--- config.mk ---
export PLATFORM = sky130hd
export DESIGN_NAME = irq_vector_ctrl
export DESIGN_NICKNAME = d
export VERILOG_FILES = /design/src/rtl/irq_pkg.sv /design/src/rtl/irq_prio_enc.sv /design/src/rtl/irq_latch_reg.sv /design/src/rtl/irq_active_trk.sv /design/src/rtl/irq_vector_ctrl.sv
export SDC_FILE = /design/constraint.sdc
export NUM_CORES = 1
export LEC_CHECK = 0
export BUFFER_PORTS_ARGS = -buffer_cell sky130_fd_sc_hd__clkbuf_2
export CELL_PAD_IN_SITES_DETAIL_PLACEMENT = 1
export CELL_PAD_IN_SITES_GLOBAL_PLACEMENT = 1
export CORE_ASPECT_RATIO = 1.4
export CORE_MARGIN = 2
export CORE_UTILIZATION = 30
export DETAILED_ROUTE_END_ITERATION = 7
export PLACE_DENSITY_LB_ADDON = 0.1
export SLEW_MARGIN = 20
export SYNTH_ARGS = -nofsm -noshare
export SYNTH_HDL_FRONTEND = slang
export SYNTH_HIERARCHICAL = 1
export SYNTH_SLANG_ARGS = --single-unit
--- constraint.sdc ---
create_clock -name clk -period 5.2 [get_ports clk]
set_input_delay 1.04 -clock clk [delete_from_list [all_inputs] [get_ports clk]]
set_output_delay 1.04 -clock clk [all_outputs]
set_load 0.01 [all_outputs]
--- src/rtl/irq_pkg.sv ---
package irq_pkg;

    parameter int NUM_IRQ = 32;
    localparam int IDX_W  = $clog2(NUM_IRQ);

    typedef enum logic [0:0] {
        ST_IDLE  = 1'b0,
        ST_SERVE = 1'b1
    } svc_state_t;

    // bit i set when any bit 0..i of v is set
    function automatic logic [NUM_IRQ-1:0] prefix_or(input logic [NUM_IRQ-1:0] v);
        logic [NUM_IRQ-1:0] r;
        r[0] = v[0];
        for (int i = 1; i < NUM_IRQ; i++) begin
            r[i] = r[i-1] | v[i];
        end
        return r;
    endfunction

endpackage

--- src/rtl/irq_prio_enc.sv ---
module irq_prio_enc #(
    parameter int N   = 32,
    parameter int IW  = $clog2(N)
) (
    input  logic [N-1:0]  req,
    output logic          found,
    output logic [IW-1:0] idx,
    output logic [N-1:0]  onehot
);
    logic [N-1:0] below;

    assign below[0] = 1'b0;
    genvar g;
    generate
        for (g = 1; g < N; g++) begin : g_chain
            assign below[g] = below[g-1] | req[g-1];
        end
        for (g = 0; g < N; g++) begin : g_oh
            assign onehot[g] = req[g] & ~below[g];
        end
    endgenerate

    assign found = |req;

    always_comb begin
        idx = '0;
        for (int i = 0; i < N; i++) begin
            if (onehot[i]) begin
                idx = idx | IW'(i);
            end
        end
    end

endmodule

--- src/rtl/irq_latch_reg.sv ---
module irq_latch_reg #(
    parameter int N = 32
) (
    input  logic         clk,
    input  logic         rst_n,
    input  logic [N-1:0] hw_req,
    input  logic         wr_en,
    input  logic [N-1:0] wr_data,
    input  logic         set_en,
    input  logic [N-1:0] set_data,
    input  logic [N-1:0] clr_oh,
    output logic [N-1:0] latch_q
);
    logic [N-1:0] base;
    logic [N-1:0] latch_d;

    always_comb begin
        base    = wr_en ? wr_data : latch_q;
        latch_d = (base & ~clr_oh) | hw_req | (set_en ? set_data : '0);
    end

    always_ff @(posedge clk) begin
        if (!rst_n) begin
            latch_q <= '0;
        end else begin
            latch_q <= latch_d;
        end
    end

    // a bit-set pattern is always present in the latch afterwards
    p_set_lands_r2: assert property (@(posedge clk) disable iff (!rst_n)
        set_en |=> ((latch_q & $past(set_data)) == $past(set_data)));

endmodule

--- src/rtl/irq_active_trk.sv ---
module irq_active_trk #(
    parameter int N = 32
) (
    input  logic         clk,
    input  logic         rst_n,
    input  logic         take,
    input  logic [N-1:0] take_oh,
    input  logic         rti,
    output logic [N-1:0] active_q,
    output logic [N-1:0] active_d,
    output logic         single
);
    logic [N-1:0] lowest_oh;

    always_comb begin
        lowest_oh = active_q & (~active_q + N'(1));
        active_d  = active_q;
        if (rti) begin
            active_d = active_q & ~lowest_oh;
        end else if (take) begin
            active_d = active_q | take_oh;
        end
    end

    assign single = (active_q != '0) && (lowest_oh == active_q);

    always_ff @(posedge clk) begin
        if (!rst_n) begin
            active_q <= '0;
        end else begin
            active_q <= active_d;
        end
    end

    // a return retires exactly one routine when any is active
    p_rti_pop_r9: assert property (@(posedge clk) disable iff (!rst_n)
        rti |=> ($countones(active_q) ==
                 $countones($past(active_q)) - (($past(active_q) != '0) ? 1 : 0)));

    // the taken routine is marked active
    p_take_sets_r5: assert property (@(posedge clk) disable iff (!rst_n)
        (take && !rti) |=> ((active_q & $past(take_oh)) != '0));

endmodule

--- src/rtl/irq_vector_ctrl.sv ---
module irq_vector_ctrl
    import irq_pkg::*;
#(
    parameter int N  = NUM_IRQ,
    parameter int IW = $clog2(N)
) (
    input  logic          clk,
    input  logic          rst_n,
    input  logic [N-1:0]  irq_in,
    input  logic [N-1:0]  mask_in,
    input  logic          glob_en,
    input  logic          nest_en,
    input  logic          lat_wr_en,
    input  logic [N-1:0]  lat_wr_data,
    input  logic          lat_set_en,
    input  logic [N-1:0]  lat_set_data,
    input  logic          rti,
    output logic          vec_valid,
    output logic [IW-1:0] vec_idx,
    output logic [N-1:0]  vec_ack,
    output logic [N-1:0]  latch_o,
    output logic [N-1:0]  active_o,
    output logic [N-1:0]  pmask_o
);
    svc_state_t state_q, state_d;

    logic [N-1:0]  latch_q;
    logic [N-1:0]  active_q;
    logic [N-1:0]  active_d;
    logic          single_act;
    logic [N-1:0]  blk;
    logic [N-1:0]  cand;
    logic          cand_found;
    logic [IW-1:0] cand_idx;
    logic [N-1:0]  cand_oh;
    logic          take;
    logic [N-1:0]  clr_oh;

    logic          vec_valid_q;
    logic [IW-1:0] vec_idx_q;
    logic [N-1:0]  vec_ack_q;
    logic [N-1:0]  pmask_q;

    irq_latch_reg #(.N(N)) u_latch (
        .clk      (clk),
        .rst_n    (rst_n),
        .hw_req   (irq_in),
        .wr_en    (lat_wr_en),
        .wr_data  (lat_wr_data),
        .set_en   (lat_set_en),
        .set_data (lat_set_data),
        .clr_oh   (clr_oh),
        .latch_q  (latch_q)
    );

    irq_active_trk #(.N(N)) u_active (
        .clk      (clk),
        .rst_n    (rst_n),
        .take     (take),
        .take_oh  (cand_oh),
        .rti      (rti),
        .active_q (active_q),
        .active_d (active_d),
        .single   (single_act)
    );

    irq_prio_enc #(.N(N), .IW(IW)) u_enc (
        .req    (cand),
        .found  (cand_found),
        .idx    (cand_idx),
        .onehot (cand_oh)
    );

    // state register
    always_ff @(posedge clk) begin
        if (!rst_n) begin
            state_q <= ST_IDLE;
        end else begin
            state_q <= state_d;
        end
    end

    // next state and decision outputs
    always_comb begin
        state_d = state_q;
        blk     = prefix_or(active_q);
        unique case (state_q)
            ST_IDLE: begin
                if (take) begin
                    state_d = ST_SERVE;
                end
            end
            ST_SERVE: begin
                if (!nest_en) begin
                    blk = '1;
                end
                if (rti && single_act) begin
                    state_d = ST_IDLE;
                end
            end
            default: state_d = ST_IDLE;
        endcase
    end

    assign cand   = latch_q & mask_in & ~blk & {N{glob_en}};
    assign take   = cand_found & ~rti;
    assign clr_oh = take ? cand_oh : '0;

    always_ff @(posedge clk) begin
        if (!rst_n) begin
            vec_valid_q <= 1'b0;
            vec_idx_q   <= '0;
            vec_ack_q   <= '0;
            pmask_q     <= '0;
        end else begin
            vec_valid_q <= take;
            vec_idx_q   <= take ? cand_idx : '0;
            vec_ack_q   <= clr_oh;
            pmask_q     <= mask_in & ~prefix_or(active_d);
        end
    end

    assign vec_valid = vec_valid_q;
    assign vec_idx   = vec_idx_q;
    assign vec_ack   = vec_ack_q;
    assign latch_o   = latch_q;
    assign active_o  = active_q;
    assign pmask_o   = pmask_q;

    // acknowledge is one-hot exactly with a vector
    p_ack_onehot_r4: assert property (@(posedge clk) disable iff (!rst_n)
        vec_valid |-> ($countones(vec_ack) == 1));
    p_ack_quiet_r4: assert property (@(posedge clk) disable iff (!rst_n)
        !vec_valid |-> (vec_ack == '0));
    // no vector decided in a return cycle
    p_no_vec_on_rti_r9: assert property (@(posedge clk) disable iff (!rst_n)
        vec_valid |-> !$past(rti));
    // mask bit and global enable were set
    p_enabled_r3: assert property (@(posedge clk) disable iff (!rst_n)
        vec_valid |-> ($past(glob_en) && (($past(mask_in) & vec_ack) != '0)));
    // nothing active at or below the taken index when nesting
    p_nest_prio_r6: assert property (@(posedge clk) disable iff (!rst_n)
        (vec_valid && $past(nest_en)) |->
            (($past(active_o) & (vec_ack | (vec_ack - N'(1)))) == '0));
    // nesting off means nothing was active before a take
    p_nest_off_r7: assert property (@(posedge clk) disable iff (!rst_n)
        (vec_valid && !$past(nest_en)) |-> ($past(active_o) == '0));

endmodule

; ---- Word-level counts from Yosys, hierarchy flattened
; Cells that the tools add are included.
[totals]
register_bits = 135
latchBits = 0
mem_bits_rw = 0
rom_bits = 0
input_bits = 135
output_inout_bits = 134
elab_cells = 231
memories = 0
[classes]
addsub = 1
multipliers = 0
div_mod_pow = 0
magnitude_cmp = 0
eq_ne = 1
shifts = 0
mux = 45
n_bitwise = 172
n_reduce_logical = 5
[op_table]
columns = operator, count
row1 = 32-bit two-way mux, 9
row2 = 32-bit AND, 7
row3 = 32-bit inverter, 5
row4 = 32-bit bitwise OR, 3
row5 = 1-bit bitwise OR, 92
row6 = 5-bit two-way mux, 16
row7 = 1-bit inverter, 33
row8 = "32-bit by 1-bit adder with 32-bit output, second input constant", 1
row9 = 1-bit AND, 32
row10 = 32-bit == test, 1
row11 = 4-bit two-way mux, 8
row12 = 32-bit nonzero test, 1
row13 = 32-bit OR reduction, 1
row14 = 3-bit two-way mux, 4
row15 = 1-bit two-way mux, 5
row16 = 2-bit two-way mux, 2
row17 = 1-bit logical AND, 2
row18 = 1-bit case mux with 2 select lines, 1
row19 = 2-bit AND reduction, 1

; ---- Depth between registers and ports, before layout
; Gate-level depths: netlist of the first run.
[depth]
ltp_word = 106
mapped_depth = 21
mapped_depth_nobuf = 14

; ---- Modules after synthesis
; The synthesis of the first run kept the hierarchy.
[modules_own_cells]
columns = mod, n_inst, cells_each, area_per_inst_um2
row1 = irq_vector_ctrl, 1, 336, 3066.7
row2 = irq_active_trk, 1, 232, 1816.7
row3 = irq_latch_reg, 1, 174, 1641.6
row4 = irq_prio_enc, 1, 111, 737.0

; ---- Worst setup path before layout of the first run
; OpenSTA, ideal clock, no wires.
[synth_timing]
path_kind = input to register
start = input port nest_en
end = register pmask_q[20], in the netlist pmask_o[20]
setup_time_ps = 88
t_arrival_ps = 5401
t_required_ps = 5112
path_slack_ps = -288
path_stages = 20
path_cell_list = nand2b_1 > nand4_1 > clkbuf_1 > nor3_1 > or4_4 > nor2_4 > nand3b_4 > nor3_2 > nand2_1 > nor2b_1 > clkbuf_1 > clkbuf_1 > clkbuf_1 > a21oi_1 > o21ai_0 > or4_4 > or4_4 > buf_6 > buf_12 > nor4_4
[synth_lines]
columns = element, line_no
row1 = start: declaration, irq_vector_ctrl.sv:12  ; input logic nest_en,
row2 = 32-bit two-way mux, irq_vector_ctrl.sv:94  ; if (!nest_en) begin
row3 = 32-bit two-way mux (2 in a row), irq_vector_ctrl.sv:87  ; unique case (state_q)
row4 = 32-bit inverter, irq_vector_ctrl.sv:105  ; assign cand = latch_q & mask_in & ~blk & {N{glob_en}};
row5 = 32-bit AND (2 in a row), irq_vector_ctrl.sv:105
row6 = via cand[17], irq_vector_ctrl.sv:32  ; logic [N-1:0] cand;
row7 = 32-bit OR reduction, irq_prio_enc.sv:23  ; assign found = |req;
row8 = via cand_found, irq_vector_ctrl.sv:33  ; logic cand_found;
row9 = 1-bit AND, irq_vector_ctrl.sv:106  ; assign take = cand_found & ~rti;
row10 = via take, irq_vector_ctrl.sv:36  ; logic take;
row11 = 32-bit two-way mux, irq_active_trk.sv:20  ; end else if (take) begin
row12 = 32-bit two-way mux (2 in a row), irq_active_trk.sv:18  ; if (rti) begin
row13 = via active_d[10], irq_vector_ctrl.sv:29  ; logic [N-1:0] active_d;
row14 = 1-bit bitwise OR (11 in a row), irq_pkg.sv:16  ; r[i] = r[i-1] | v[i];
row15 = 32-bit inverter, irq_vector_ctrl.sv:119  ; pmask_q <= mask_in & ~prefix_or(active_d);
row16 = 32-bit AND, irq_vector_ctrl.sv:119
row17 = end signal: assignment, irq_vector_ctrl.sv:119
row18 = end: declaration, irq_vector_ctrl.sv:42  ; logic [N-1:0] pmask_q;
; The timed path passes the listed nets, and every way through them passes these cells. The select of a mux whose other input is x is not followed.
; A chain may end at the register's enable or synchronous reset.

; ---- Worst setup path in the final report of the first run
[layout_timing]
start = input port nest_en
end = register pmask_q[8], in the netlist pmask_o[8]
[layout_lines]
columns = element, line_no
row1 = 32-bit two-way mux, irq_vector_ctrl.sv:94
row2 = 32-bit two-way mux (2 in a row), irq_vector_ctrl.sv:87
row3 = 32-bit inverter, irq_vector_ctrl.sv:105
row4 = 32-bit AND (2 in a row), irq_vector_ctrl.sv:105
row5 = via cand[21], irq_vector_ctrl.sv:32
row6 = 32-bit OR reduction, irq_prio_enc.sv:23
row7 = via cand_found, irq_vector_ctrl.sv:33
row8 = 1-bit AND, irq_vector_ctrl.sv:106
row9 = 32-bit two-way mux, irq_active_trk.sv:20
row10 = 32-bit two-way mux (2 in a row), irq_active_trk.sv:18
row11 = via active_d[1], irq_vector_ctrl.sv:29
row12 = 1-bit bitwise OR (8 in a row), irq_pkg.sv:16
row13 = 32-bit inverter, irq_vector_ctrl.sv:119
row14 = 32-bit AND, irq_vector_ctrl.sv:119
; The timed path passes the listed nets, and every way through them passes these cells. The select of a mux whose other input is x is not followed.

==> metrics.txt, run 1 <==
# TYPE chip_impl_metric gauge
chip_impl_info{name="outcome",value="finished clean"} 1
chip_impl_metric{name="coreArea",unit="mm²"} 0.0239
chip_impl_metric{name="clock_edge_transition_at_the_registers_on_the_reported_setup_and_hold_paths",unit="ps"} 60
chip_impl_metric{name="maximum_number_of_pins_on_one_net_before_global_route_repair",unit=""} 60
chip_impl_metric{name="ctsLongestPathBuffers",unit=""} 2
chip_impl_metric{name="post-route-period-util",unit=""} 0.931
chip_impl_metric{name="final.min_clock_period",unit="ps"} 4840
chip_impl_metric{name="floorplan.initialDensity",unit=""} 0.304
chip_impl_metric{name="die-height",unit="µm"} 188
chip_impl_metric{name="mappedNetlistNets",unit=""} 988
chip_impl_info{name="most-common-layout-cells",value="clkbuf_2 (267), dfxtp_1 (134), a21oi_1 (77)"} 1
chip_impl_metric{name="clock_power_share",unit=""} 0.408
chip_impl_metric{name="area_of_the_mapped_netlist",unit="mm²"} 0.00726
chip_impl_metric{name="row_count",unit=""} 67
chip_impl_metric{name="postSynthRegisterBits",unit=""} 135
chip_impl_info{name="layout.cells.most_common",value="clkbuf_2"} 1
chip_impl_metric{name="routed-via-count",unit=""} 7735
chip_impl_metric{name="max_cap_violations",unit=""} 0
chip_impl_metric{name="drt_pass1_iterations",unit=""} 5
chip_impl_metric{name="drt_drc_violations_left",unit=""} 0
chip_impl_metric{name="yosysWarnings",unit=""} 6
chip_impl_metric{name="pre_cts_ws",unit="ps"} 106
chip_impl_metric{name="nNetsFinal",unit=""} 1282
chip_impl_metric{name="insertion_delay",unit="ps"} 420
chip_impl_metric{name="grt_use_total",unit=""} 0.234
chip_impl_metric{name="internal_power",unit="µW"} 2100
chip_impl_metric{name="p_leak",unit="µW"} 0.00472
chip_impl_metric{name="switching_share",unit=""} 0.299
chip_impl_metric{name="ys_seq_area_frac",unit=""} 0.372
chip_impl_metric{name="cts-buffers-inserted",unit=""} 17
chip_impl_metric{name="total_switching_power",unit="µW"} 899
chip_impl_metric{name="worstPathMaxFanout",unit=""} 32
chip_impl_metric{name="grt_remaining_overflow",unit=""} 0
chip_impl_metric{name="power.combinational.fraction",unit=""} 0.212
chip_impl_metric{name="timing_max_transition_violations_final",unit=""} 0
chip_impl_info{name="worst_setup_path_start_kind",value="input pin"} 1
chip_impl_metric{name="worstPathArrival",unit="ps"} 5170
chip_impl_metric{name="cellPowerDensity",unit="mW/mm²"} 308
chip_impl_metric{name="worstMarginPinSlew",unit="ps"} 854
chip_impl_metric{name="final-hold-violation-count",unit=""} 0
chip_impl_info{name="rsz0062_at_grt",value="no"} 1
chip_impl_info{name="ws_path_type",value="input pin to register"} 1
chip_impl_metric{name="route.detailed.vias_per_inst",unit=""} 5.26
chip_impl_metric{name="max_freq",unit="GHz"} 0.207
chip_impl_metric{name="die_outline_width",unit="µm"} 135
chip_impl_metric{name="worst_slew_margin_rel",unit=""} 0.430
chip_impl_metric{name="synth-edff-count",unit=""} 0
chip_impl_info{name="synth_ff_type",value="dfxtp_1"} 1
chip_impl_metric{name="die_area",unit="mm²"} 0.0255
chip_impl_metric{name="cts.sinks",unit=""} 135
chip_impl_metric{name="setup_viol",unit=""} 0
chip_impl_metric{name="antenna_violating_nets_post_route",unit=""} 0
chip_impl_metric{name="antenna_violations_before_repair",unit=""} 0
chip_impl_metric{name="area_growth_syn_to_fin",unit="%"} 34.3
chip_impl_metric{name="synth_cell_types",unit=""} 73
chip_impl_metric{name="sequentialPowerShare",unit=""} 0.380
chip_impl_metric{name="finalSetupTns",unit="ps"} 0
chip_impl_metric{name="post_synth.cell_area_avg",unit="µm²"} 8.51
chip_impl_metric{name="fraction_of_registers_with_async_set_reset",unit=""} 0
chip_impl_info{name="hold_path.class",value="register to register"} 1
chip_impl_metric{name="cts_max_level",unit=""} 4
chip_impl_info{name="clk_root_buffer_cell",value="clkbuf_16"} 1
chip_impl_metric{name="post_cts_resized",unit=""} 0
chip_impl_metric{name="via_count_of_the_first_global_routing_pass",unit=""} 8008
chip_impl_info{name="cts_tree",value="yes"} 1
chip_impl_metric{name="first_pass_grt_wire_length",unit="µm"} 45700
chip_impl_metric{name="num_io_pins",unit=""} 269
chip_impl_metric{name="detail_route.wl_per_cell",unit="µm"} 20.5
chip_impl_metric{name="totalWireLength",unit="µm"} 30100
chip_impl_info{name="worstSetupEndpointType",value="register"} 1
chip_impl_metric{name="place.port_buffers",unit=""} 268
chip_impl_metric{name="post-cts-setup-buffer-count",unit=""} 0
chip_impl_metric{name="finalWorstSetupSlack",unit="ps"} 358
chip_impl_metric{name="gp_congestion",unit=""} 0.854
chip_impl_metric{name="vdd_ir_drop_max",unit="mV"} 0.225
chip_impl_metric{name="dp_hpwl",unit="µm"} 23100
chip_impl_metric{name="worstPathRequired",unit="ps"} 5530
chip_impl_metric{name="timing.clock.skew",unit="ps"} 10.0
chip_impl_metric{name="layout-drive-gt1-share",unit=""} 0.343
chip_impl_metric{name="mapped_cells",unit=""} 853
chip_impl_metric{name="post_cts_hold_buffer_count",unit=""} 0
chip_impl_metric{name="drtIter0Drc",unit=""} 428
[final timing paths]
check	startpoint	end	slack, ps	cells past startpoint
worst max-delay path	nest_en	pmask_o[8]	360	17
worst min-delay path	u_latch/latch_q[12]	u_latch/latch_q[12]	570	2
worst max register to register	u_active/active_q[13]	pmask_o[10]	440	15
worst min register to register	u_latch/latch_q[12]	u_latch/latch_q[12]	570	2
[final cells by class]
class	count	area, µm²
clock buffer	20	467
fill	2944	14100
multi-input combinational	652	4210
clock inverter	11	125
tap	310	388
antenna	1	2.50
sequential	135	2700
timing repair buffer	327	1800
inverter	14	52.6
[power by group through the flow]
| stage | registers [µW] | clock network [µW] | logic [µW] |
|---|---|---|---|
| 3_5_place_dp | 1160 | 0 | 639 |
| 3_3_place_gp | 1160 | 0 | 632 |
| 4_1_cts | 1140 | 1250 | 643 |
| 2_1_floorplan | 1180 | 0 | 356 |
| 6_report | 1140 | 1220 | 636 |
| 5_1_grt | 1150 | 1300 | 696 |
[cell usage after synthesis, drive strengths merged (6+ instances only)]
cell type    n  area, µm²
nor4b        8       70.1
o22ai       33        206
dfxtp      135       2700
o31ai        9       72.6
nand2b      39        244
nand2       40        150
o21ai       42        210
a211oi       8       60.1
nor3        36        220
nand3        9       45.0
and3        47        294
nor2        49        191
buf         21        191
a21oi       77        385
nand3b      11       95.1
or4         14        124
nand4        9       62.6
nor4        40        347
or3         12       80.1
mux2i       32        320
and2        75        470
inv         14       52.6
clkbuf      31        116
nor3b        9       67.6
nor2b        6       37.5
[critical path: stages]
cell and delay [ps]:
clkbuf_2 70, nand2b_1 190, nand4_1 160, buf_12 170, nor4_1 70, or4_1 600, nor2_4 220, nand3b_4 140
nor3_2 180, nand2_1 100, nor2b_4 220, buf_4 260, a21oi_1 210, o21ai_0 150, nor3_1 580, nand3_1 470
nor3b_1 310
[metal layers]
metal,track usage,up-vias,share of wire
met5,0,-,0
met3,0.0414,28,0.042
li1,-,3744,-
met1,0.265,3771,0.40
met4,0.0705,0,0.021
met2,0.439,192,0.54
[per-stage QoR]
| step | total power (µW) | instances | hold WS [ps] | utilization | area (µm²) |
|---|---|---|---|---|---|
| final | 3000 | 1470 | 572 | 0.408 | 9750 |
| after global placement | 1800 | 1438 | 559 | 0.383 | 9150 |
| after detailed placement | 1800 | 1438 | 562 | 0.383 | 9150 |
| after CTS | 3040 | 1469 | 576 | 0.408 | 9740 |
| after global routing | 3140 | 1469 | 607 | 0.408 | 9750 |
| after floorplan | 1540 | 853 | 580 | - | 7280 |
[sequential cells by signal, summed over array words and instances, names as in the netlist]
| signal | count |
|---|---|
| u_active/active_q | 32 |
| u_latch/latch_q | 32 |
| vec_idx | 5 |
| vec_ack | 32 |
| pmask_o | 32 |
| state_q | 1 |
| vec_valid | 1 |
[kinds of logic after synthesis]
kind of cell,count (synthesis),share of synthesized area
and+or+nand+nor,429,0.375
AOI/OAI and AO/OA,189,0.156
DFF,135,0.372
buffers and inverters,66,0.0496
muxes,32,0.0441
xor gates and xnor gates,1,0.00121
adders and majority gates,1,0.00138
Power figures use the tool's default switching activity.
==> run 2, diff against run 1 <==
--- a/config.mk
+++ b/config.mk
@@ -16,5 +16,4 @@
 export SLEW_MARGIN = 20
 export SYNTH_ARGS = -nofsm -noshare
 export SYNTH_HDL_FRONTEND = slang
-export SYNTH_HIERARCHICAL = 1
 export SYNTH_SLANG_ARGS = --single-unit
==> run 2 against run 1 <==
Against the previous run: routed wire length grew 5.3%; design area is 5.6% lower; global-route usage is 2.6 points higher; sequential power barely moved; non-clock buffer count decreased by 41; critical path type is now register to register; clock-buffer cell count is 2 lower; setup slack better by 850 ps; largest cell class unchanged; cell count fell by 2.9%; via count rose by 2.1%; critical path depth is 8 lower; core utilization up 0.055 points.
==> metrics.txt, run 2 <==
# TYPE chip_impl_metric gauge
chip_impl_info{name="outcome",value="finished clean"} 1
chip_impl_info{name="worst_setup_path_start_kind",value="register"} 1
chip_impl_metric{name="totalWireLength",unit="µm"} 31700
chip_impl_metric{name="post-cts-setup-buffer-count",unit=""} 0
chip_impl_metric{name="drtIter0Drc",unit=""} 427
chip_impl_metric{name="layout-drive-gt1-share",unit=""} 0.321
chip_impl_metric{name="via_count_of_the_first_global_routing_pass",unit=""} 8069
chip_impl_info{name="yosys.cell_count.top_type",value="dfxtp_1"} 1
chip_impl_info{name="clk_root_buffer_cell",value="clkbuf_16"} 1
chip_impl_metric{name="row_count",unit=""} 65
chip_impl_metric{name="final-hold-violation-count",unit=""} 0
chip_impl_metric{name="yosysTopAreaCellShare",unit=""} 0.392
chip_impl_metric{name="floorplan.initialDensity",unit=""} 0.306
chip_impl_metric{name="area_of_the_mapped_netlist",unit="mm²"} 0.00689
chip_impl_metric{name="drt_drc_violations_left",unit=""} 0
chip_impl_metric{name="synth_cell_types",unit=""} 73
chip_impl_info{name="layout.cells.most_common",value="clkbuf_2"} 1
chip_impl_info{name="synth_ff_type",value="dfxtp_1"} 1
chip_impl_metric{name="vdd_ir_drop_max",unit="mV"} 0.252
chip_impl_info{name="cts_tree",value="yes"} 1
chip_impl_info{name="synth_commonest_cells",value="dfxtp_1 (135), nor2_1 (106), a21oi_1 (86)"} 1
chip_impl_info{name="most-common-layout-cells",value="clkbuf_2 (268), dfxtp_1 (135), nor2_1 (106)"} 1
chip_impl_metric{name="multi_input_area",unit="mm²"} 0.00395
chip_impl_metric{name="whs_path_depth",unit=""} 2
chip_impl_info{name="area_contributors_post_synth",value="dfxtp_1 (39%), a21oi_1 (6.2%), nor2_1 (5.8%), mux2_2 (3.8%), nand2_1 (3.4%)"} 1
chip_impl_info{name="ws_path_type",value="register to register"} 1
chip_impl_metric{name="p_leak",unit="µW"} 0.00424
chip_impl_metric{name="internal_power",unit="µW"} 2040
chip_impl_metric{name="clock_power_share",unit=""} 0.424
chip_impl_metric{name="dp_hpwl",unit="µm"} 24800
chip_impl_metric{name="routed-via-count",unit=""} 7894
chip_impl_metric{name="insertedDiodeCount",unit=""} 0
chip_impl_metric{name="hold_slack",unit="ps"} 584
chip_impl_info{name="rsz0062_at_grt",value="no"} 1
chip_impl_metric{name="detail_route.wl_per_cell",unit="µm"} 22.2
chip_impl_metric{name="mappedNetlistNets",unit=""} 980
chip_impl_metric{name="final_core_utilization",unit=""} 0.409
chip_impl_metric{name="max_freq",unit="GHz"} 0.251
chip_impl_metric{name="maximum_number_of_pins_on_one_net_before_global_route_repair",unit=""} 58
chip_impl_metric{name="worstPathMaxFanout",unit=""} 15
chip_impl_metric{name="postSynthRegisterBits",unit=""} 135
chip_impl_metric{name="post-route-period-util",unit=""} 0.768
chip_impl_metric{name="antenna_violations_before_repair",unit=""} 1
chip_impl_metric{name="post_cts_hold_buffer_count",unit=""} 0
chip_impl_metric{name="die_area",unit="mm²"} 0.0242
chip_impl_metric{name="cts-buffers-inserted",unit=""} 17
chip_impl_metric{name="finalWorstSetupSlack",unit="ps"} 1210
chip_impl_metric{name="switching_share",unit=""} 0.316
chip_impl_metric{name="setup_viol",unit=""} 0
chip_impl_metric{name="num_io_pins",unit=""} 269
chip_impl_metric{name="max_cap_violations",unit=""} 0
chip_impl_metric{name="die-height",unit="µm"} 183
chip_impl_metric{name="seqCellArea",unit="mm²"} 0.00270
chip_impl_metric{name="clock_edge_transition_at_the_registers_on_the_reported_setup_and_hold_paths",unit="ps"} 70
chip_impl_metric{name="cts.sinks",unit=""} 135
chip_impl_info{name="hold_path.class",value="register to register"} 1
chip_impl_metric{name="worstMarginPinSlew",unit="ps"} 1030
chip_impl_metric{name="insertion_delay",unit="ps"} 440
chip_impl_metric{name="place.port_buffers",unit=""} 268
chip_impl_metric{name="nNetsFinal",unit=""} 1248
chip_impl_metric{name="total_switching_power",unit="µW"} 942
chip_impl_metric{name="area_growth_syn_to_fin",unit="%"} 33.7
chip_impl_metric{name="post_cts_resized",unit=""} 0
chip_impl_metric{name="timing.clock.skew",unit="ps"} 13.4
chip_impl_metric{name="fraction_of_registers_with_async_set_reset",unit=""} 0
chip_impl_metric{name="route.detailed.vias_per_inst",unit=""} 5.53
chip_impl_metric{name="gp_congestion",unit=""} 0.897
chip_impl_info{name="synth.largest_area_cell",value="dfxtp_1"} 1
chip_impl_metric{name="grt_use_total",unit=""} 0.260
chip_impl_metric{name="antenna_violating_nets_post_route",unit=""} 0
chip_impl_metric{name="worstRegToRegCells",unit=""} 9
chip_impl_metric{name="sequentialPowerShare",unit=""} 0.378
chip_impl_metric{name="pre_cts_ws",unit="ps"} 622
chip_impl_metric{name="first_pass_grt_wire_length",unit="µm"} 48200
chip_impl_metric{name="finalSetupTns",unit="ps"} 0
chip_impl_metric{name="cts_max_level",unit=""} 4
chip_impl_metric{name="cellPowerDensity",unit="mW/mm²"} 324
chip_impl_metric{name="worst_slew_margin_rel",unit=""} 0.306
chip_impl_metric{name="synth-edff-count",unit=""} 0
chip_impl_metric{name="mapped_cells",unit=""} 845
chip_impl_metric{name="final.min_clock_period",unit="ps"} 3990
chip_impl_metric{name="grt_remaining_overflow",unit=""} 0
chip_impl_metric{name="worstPathRequired",unit="ps"} 5510
chip_impl_metric{name="fill_cells",unit=""} 2798
chip_impl_metric{name="die_outline_width",unit="µm"} 132
chip_impl_info{name="worstSetupEndpointType",value="register"} 1
chip_impl_metric{name="ctsLongestPathBuffers",unit=""} 2
chip_impl_metric{name="yosysWarnings",unit=""} 0
chip_impl_metric{name="drt_pass1_iterations",unit=""} 5
chip_impl_metric{name="timing_max_transition_violations_final",unit=""} 0
chip_impl_metric{name="post_synth.cell_area_avg",unit="µm²"} 8.15
chip_impl_metric{name="worstPathArrival",unit="ps"} 4300
chip_impl_metric{name="power.combinational.fraction",unit=""} 0.198
chip_impl_metric{name="ys_seq_area_frac",unit=""} 0.392
chip_impl_metric{name="coreArea",unit="mm²"} 0.0225
run 2: cell count changes in the layout (fill, tap and decap cells not counted), moves of 16 or more:
cell / change
mux2i_1: -30
nand2b_1: -29
buf_4: -42
and2_1: -52
mux2_2: +23
and3_1: -32
nand2_1: +22
nand4_1: +16
nor2_1: +58
o22ai_1: -28
nand3_1: +29
run 2: cell type report:
class,instances,area share
clock buffers,18,0.0477
repair buffers,286,0.162
inverters,22,0.00897
well taps,301,0.0409
clock inverters,14,0.0179
flip-flops and latches,135,0.294
multi-input cells,651,0.429
run 2: final timing paths:
path	end	from	slack (ps)
worst max register to register	u_latch.latch_q[17]	u_active.active_q[4]	1210
worst min register to register	u_active.active_q[20]	u_active.active_q[20]	580
worst min-delay path	u_active.active_q[20]	u_active.active_q[20]	580
worst max-delay path	u_latch.latch_q[17]	u_active.active_q[4]	1210
run 2: power groups by stage:
| stage | Combinational [µW] | Sequential (µW) | Clock, µW |
|---|---|---|---|
| after global routing | 642 | 1130 | 1330 |
| after CTS | 590 | 1130 | 1280 |
| after global placement | 582 | 1150 | 0 |
| after detailed placement | 586 | 1150 | 0 |
| final | 591 | 1130 | 1270 |
| after floorplan | 302 | 1160 | 0 |
run 2: critical path: stages (launching register included):
cell and delay, ps:
dfxtp_1 380, nor3_1 490, nand2_1 370, nor3_1 930, nor2_1 170, a41o_1 430, buf_12 250, or4_1 500
a221oi_1 250, nor2_1 60
run 2: routing by layer:
layer,track usage,vias up,part of all wire
met2,0.489,258,0.54
li1,-,3719,-
met3,0.0506,56,0.048
met5,0,-,0.00041
met4,0.0974,2,0.029
met1,0.286,3859,0.38
run 2: kinds of logic after synthesis:
family / synth area share
flip-flops: 0.392
multiplexers: 0.0405
AND/OR/NAND/NOR: 0.316
buffers and inverters: 0.0349
AO/OA/AOI/OAI: 0.205
adder cells (fa/ha/maj): 0.0118
run 2: through the flow:
stage / cells / instance area [µm²] / total power (µW)
after floorplan: 845 / 6890 / 1470
after global placement: 1395 / 8600 / 1730
after detailed placement: 1395 / 8600 / 1740
after CTS: 1427 / 9200 / 3000
after global routing: 1427 / 9210 / 3110
final: 1427 / 9210 / 2980
==> run 3, diff against run 2 <==
--- a/config.mk
+++ b/config.mk
@@ -5,6 +5,7 @@
 export SDC_FILE = /design/constraint.sdc
 export NUM_CORES = 1
 export LEC_CHECK = 0
+export ABC_AREA = 1
 export BUFFER_PORTS_ARGS = -buffer_cell sky130_fd_sc_hd__clkbuf_2
 export CELL_PAD_IN_SITES_DETAIL_PLACEMENT = 1
 export CELL_PAD_IN_SITES_GLOBAL_PLACEMENT = 1
==> constraint.sdc (replaced) <==
create_clock -name clk -period 3.2 [get_ports clk]
set_input_delay 0.64 -clock clk [delete_from_list [all_inputs] [get_ports clk]]
set_output_delay 0.64 -clock clk [all_outputs]
set_load 0.01 [all_outputs]
==> run 3 against run 2 <==
Against the previous run: the run now ends with negative setup slack left; area after synthesis up 3.7%; largest cell class is now buffers; sequential share of layout area decreased by 9.4 points; first-iteration DRC count decreased by 0.47%.
==> metrics.txt, run 3 <==
# TYPE chip_impl_metric gauge
chip_impl_metric{name="clock_power_share",unit=""} 0.311
chip_impl_metric{name="num_io_pins",unit=""} 269
chip_impl_metric{name="layout-drive-gt1-share",unit=""} 0.561
chip_impl_metric{name="route.detailed.vias_per_inst",unit=""} 5.16
chip_impl_info{name="worst_setup_path_start_kind",value="register"} 1
chip_impl_metric{name="worst_slew_margin_rel",unit=""} 0.416
chip_impl_metric{name="drt_pass1_iterations",unit=""} 5
chip_impl_info{name="failed_checks",value="negative setup slack"} 1
chip_impl_info{name="hold_path.class",value="input pin to register"} 1
chip_impl_metric{name="die-height",unit="µm"} 187
chip_impl_metric{name="cts-buffers-inserted",unit=""} 17
chip_impl_info{name="crit_path_frequent_cell",value="nor2_4"} 1
chip_impl_info{name="cts_tree",value="yes"} 1
chip_impl_info{name="synth_commonest_cells",value="nand2_1 (206), nor2_1 (190), dfxtp_1 (135)"} 1
chip_impl_metric{name="worstMarginPinSlew",unit="ps"} 876
chip_impl_metric{name="synth-edff-count",unit=""} 0
chip_impl_metric{name="antenna_violating_nets_post_route",unit=""} 0
chip_impl_metric{name="layoutNonFillerInstCount",unit=""} 2044
chip_impl_metric{name="cts_max_level",unit=""} 4
chip_impl_metric{name="finalWorstSetupSlack",unit="ps"} -996
chip_impl_metric{name="p_leak",unit="µW"} 0.00727
chip_impl_metric{name="insertedDiodeCount",unit=""} 0
chip_impl_metric{name="mapped_cells",unit=""} 1059
chip_impl_metric{name="worstPathMaxFanout",unit=""} 7
chip_impl_metric{name="detail_route.wl_per_cell",unit="µm"} 21.0
chip_impl_metric{name="final_core_utilization",unit=""} 0.590
chip_impl_metric{name="total_switching_power",unit="µW"} 2210
chip_impl_metric{name="yosysTopAreaCellShare",unit=""} 0.378
chip_impl_info{name="synth.largest_area_cell",value="dfxtp_1"} 1
chip_impl_metric{name="cts.sinks",unit=""} 135
chip_impl_metric{name="clock_edge_transition_at_the_registers_on_the_reported_setup_and_hold_paths",unit="ps"} 70
chip_impl_info{name="rsz0062_at_grt",value="yes"} 1
chip_impl_metric{name="gp_congestion",unit=""} 0.916
chip_impl_info{name="layout.cells.most_common",value="buf_4"} 1
chip_impl_info{name="yosys.cell_count.top_type",value="nand2_1"} 1
chip_impl_metric{name="die_outline_width",unit="µm"} 134
chip_impl_metric{name="cellPowerDensity",unit="mW/mm²"} 463
chip_impl_metric{name="die_area",unit="mm²"} 0.0251
chip_impl_metric{name="timing_max_transition_violations_final",unit=""} 0
chip_impl_info{name="clk_root_buffer_cell",value="clkbuf_16"} 1
chip_impl_metric{name="area_of_the_mapped_netlist",unit="mm²"} 0.00714
chip_impl_info{name="synth_ff_type",value="dfxtp_1"} 1
chip_impl_metric{name="post-route-period-util",unit=""} 1.31
chip_impl_metric{name="synth_cell_types",unit=""} 51
chip_impl_metric{name="postSynthRegisterBits",unit=""} 135
chip_impl_metric{name="ctsLongestPathBuffers",unit=""} 2
chip_impl_metric{name="row_count",unit=""} 66
chip_impl_metric{name="max_cap_violations",unit=""} 0
chip_impl_metric{name="worstPathArrival",unit="ps"} 4580
chip_impl_metric{name="nNetsFinal",unit=""} 1863
chip_impl_metric{name="timing.clock.skew",unit="ps"} 9.52
chip_impl_metric{name="sequentialPowerShare",unit=""} 0.288
chip_impl_metric{name="internal_power",unit="µW"} 4150
chip_impl_metric{name="vdd_ir_drop_max",unit="mV"} 0.436
chip_impl_metric{name="fraction_of_registers_with_async_set_reset",unit=""} 0
chip_impl_metric{name="power.combinational.fraction",unit=""} 0.401
chip_impl_metric{name="placedCellCount",unit=""} 1902
chip_impl_metric{name="ys_seq_area_frac",unit=""} 0.378
chip_impl_metric{name="dp_hpwl",unit="µm"} 27900
chip_impl_info{name="timing.critical_path.slowest_stage_cell",value="dfxtp_2"} 1
chip_impl_metric{name="drt_drc_violations_left",unit=""} 0
chip_impl_metric{name="first_pass_grt_wire_length",unit="µm"} 57200
chip_impl_metric{name="grt_remaining_overflow",unit=""} 0
chip_impl_metric{name="yosysWarnings",unit=""} 0
chip_impl_metric{name="final-hold-violation-count",unit=""} 0
chip_impl_info{name="ws_path_type",value="register to register"} 1
chip_impl_metric{name="slowest_delay",unit="ps"} 370
chip_impl_metric{name="post_synth.cell_area_avg",unit="µm²"} 6.75
chip_impl_metric{name="area_growth_syn_to_fin",unit="%"} 92.4
chip_impl_metric{name="floorplan.initialDensity",unit=""} 0.307
chip_impl_metric{name="grt_use_total",unit=""} 0.295
chip_impl_metric{name="hold_slack",unit="ps"} 403
chip_impl_info{name="area_contributors_post_synth",value="dfxtp_1 (38%), nand2_1 (11%), nor2_1 (10%), a21oi_1 (6.4%), inv_1 (6.2%)"} 1
chip_impl_metric{name="final.min_clock_period",unit="ps"} 4200
chip_impl_metric{name="via_count_of_the_first_global_routing_pass",unit=""} 10800
chip_impl_metric{name="drtIter0Drc",unit=""} 425
chip_impl_metric{name="setup_viol",unit=""} 102
chip_impl_metric{name="insertion_delay",unit="ps"} 450
chip_impl_metric{name="totalWireLength",unit="µm"} 42900
chip_impl_metric{name="routed-via-count",unit=""} 10500
chip_impl_metric{name="post_cts_hold_buffer_count",unit=""} 0
chip_impl_metric{name="coreArea",unit="mm²"} 0.0233
chip_impl_info{name="worstSetupEndpointType",value="register"} 1
chip_impl_info{name="most-common-layout-cells",value="buf_4 (370), clkbuf_2 (267), nand2_1 (177)"} 1
chip_impl_info{name="outcome",value="finished, violations left"} 1
chip_impl_metric{name="worstPathRequired",unit="ps"} 3580
chip_impl_metric{name="mappedNetlistNets",unit=""} 1194
chip_impl_metric{name="maximum_number_of_pins_on_one_net_before_global_route_repair",unit=""} 43
chip_impl_metric{name="switching_share",unit=""} 0.348
chip_impl_metric{name="place.port_buffers",unit=""} 268
chip_impl_metric{name="max_freq",unit="GHz"} 0.238
chip_impl_metric{name="antenna_violations_before_repair",unit=""} 0
-- run 3: changes by cell type after synthesis, sizes merged, moves of 9 or more --
| cell | previous run | this run |
|---|---|---|
| and2 | 22 | 0 |
| and3 | 15 | 3 |
| and4 | 14 | 0 |
| inv | 22 | 136 |
| mux2 | 23 | 2 |
| nand2 | 62 | 221 |
| nand2b | 10 | 0 |
| nand3 | 38 | 52 |
| nor2 | 106 | 212 |
| o211ai | 6 | 21 |
| or2 | 11 | 0 |
| or3 | 9 | 0 |
-- run 3: what timing repair did --
item	4_1_cts	5_1_grt
cloned	0	2
endpoints found under the setup margin	96	98
endpoints found under the hold margin	0	0
pin swaps	37	79
gates resized for setup	146	166
buffers inserted	67	53
-- run 3: worst max-delay path, delay by kind of cell, from the launching register on --
kind,cells,cell delay [ps]
AND/OR/NAND/NOR,24,3060
AO/OA/AOI/OAI,3,410
flip-flops,1,370
buffers and inverters,3,300
-- run 3: cell families (layout without fill, tap and decap cells) --
family	Yosys count	after routing	share of synthesized area
compound gates	171	171	0.141
fa+ha+maj	1	1	0.00140
buf+inv	179	858	0.0976
flops	135	135	0.378
mux	2	2	0.00315
simple gates	571	571	0.379
-- run 3: power groups by stage --
| stage | clock network [µW] | registers [µW] | logic, µW |
|---|---|---|---|
| after floorplan | 0 | 1920 | 748 |
| after global placement | 0 | 1860 | 1780 |
| after detailed placement | 0 | 1860 | 1810 |
| after CTS | 1990 | 1830 | 2130 |
| after global routing | 2060 | 1840 | 2690 |
| final | 1980 | 1830 | 2550 |
-- run 3: metrics by stage --
step           cell area (µm²)  setup TNS (ps)  power (µW)  setup WS (ps)
5_1_grt                  13700          -67550        6590          -1240
3_5_place_dp             11100          -55090        3670          -1320
2_1_floorplan             7210           -5310        2660           -391
6_report                 13700          -51630        6370           -996
4_1_cts                  12700          -21080        5950           -728
3_3_place_gp             11100          -46160        3640          -1090
-- run 3: layer usage --
metal / wire [µm] / track usage / vias to the layer above
met5: 0 / 0 / -
met4: 3120 / 0.164 / 0
met3: 2110 / 0.0538 / 198
met2: 22700 / 0.549 / 444
met1: 15000 / 0.308 / 5096
li1: - / - / 4806
-- run 3: cell type report --
class / count / area [µm²]
Clock buffer: 21 / 470
Clock inverter: 8 / 100
Fill cell: 3004 / 9540
Inverter: 141 / 586
Multi-Input combinational cell: 745 / 4660
Sequential cell: 135 / 2740
Tap cell: 306 / 383
Timing Repair Buffer: 688 / 4810
-- run 3: path summary, 6_finish.rpt --
check / startpoint / cells after the start / slack [ps] / endpoint
setup / recovery: u_active.active_q[10] / 30 / -1000 / pmask_o[31]
hold reg to reg: u_latch.latch_q[2] / 4 / 640 / u_latch.latch_q[2]
setup reg to reg: u_active.active_q[10] / 30 / -1000 / pmask_o[31]
hold / removal: mask_in[22] / 3 / 400 / pmask_o[22]
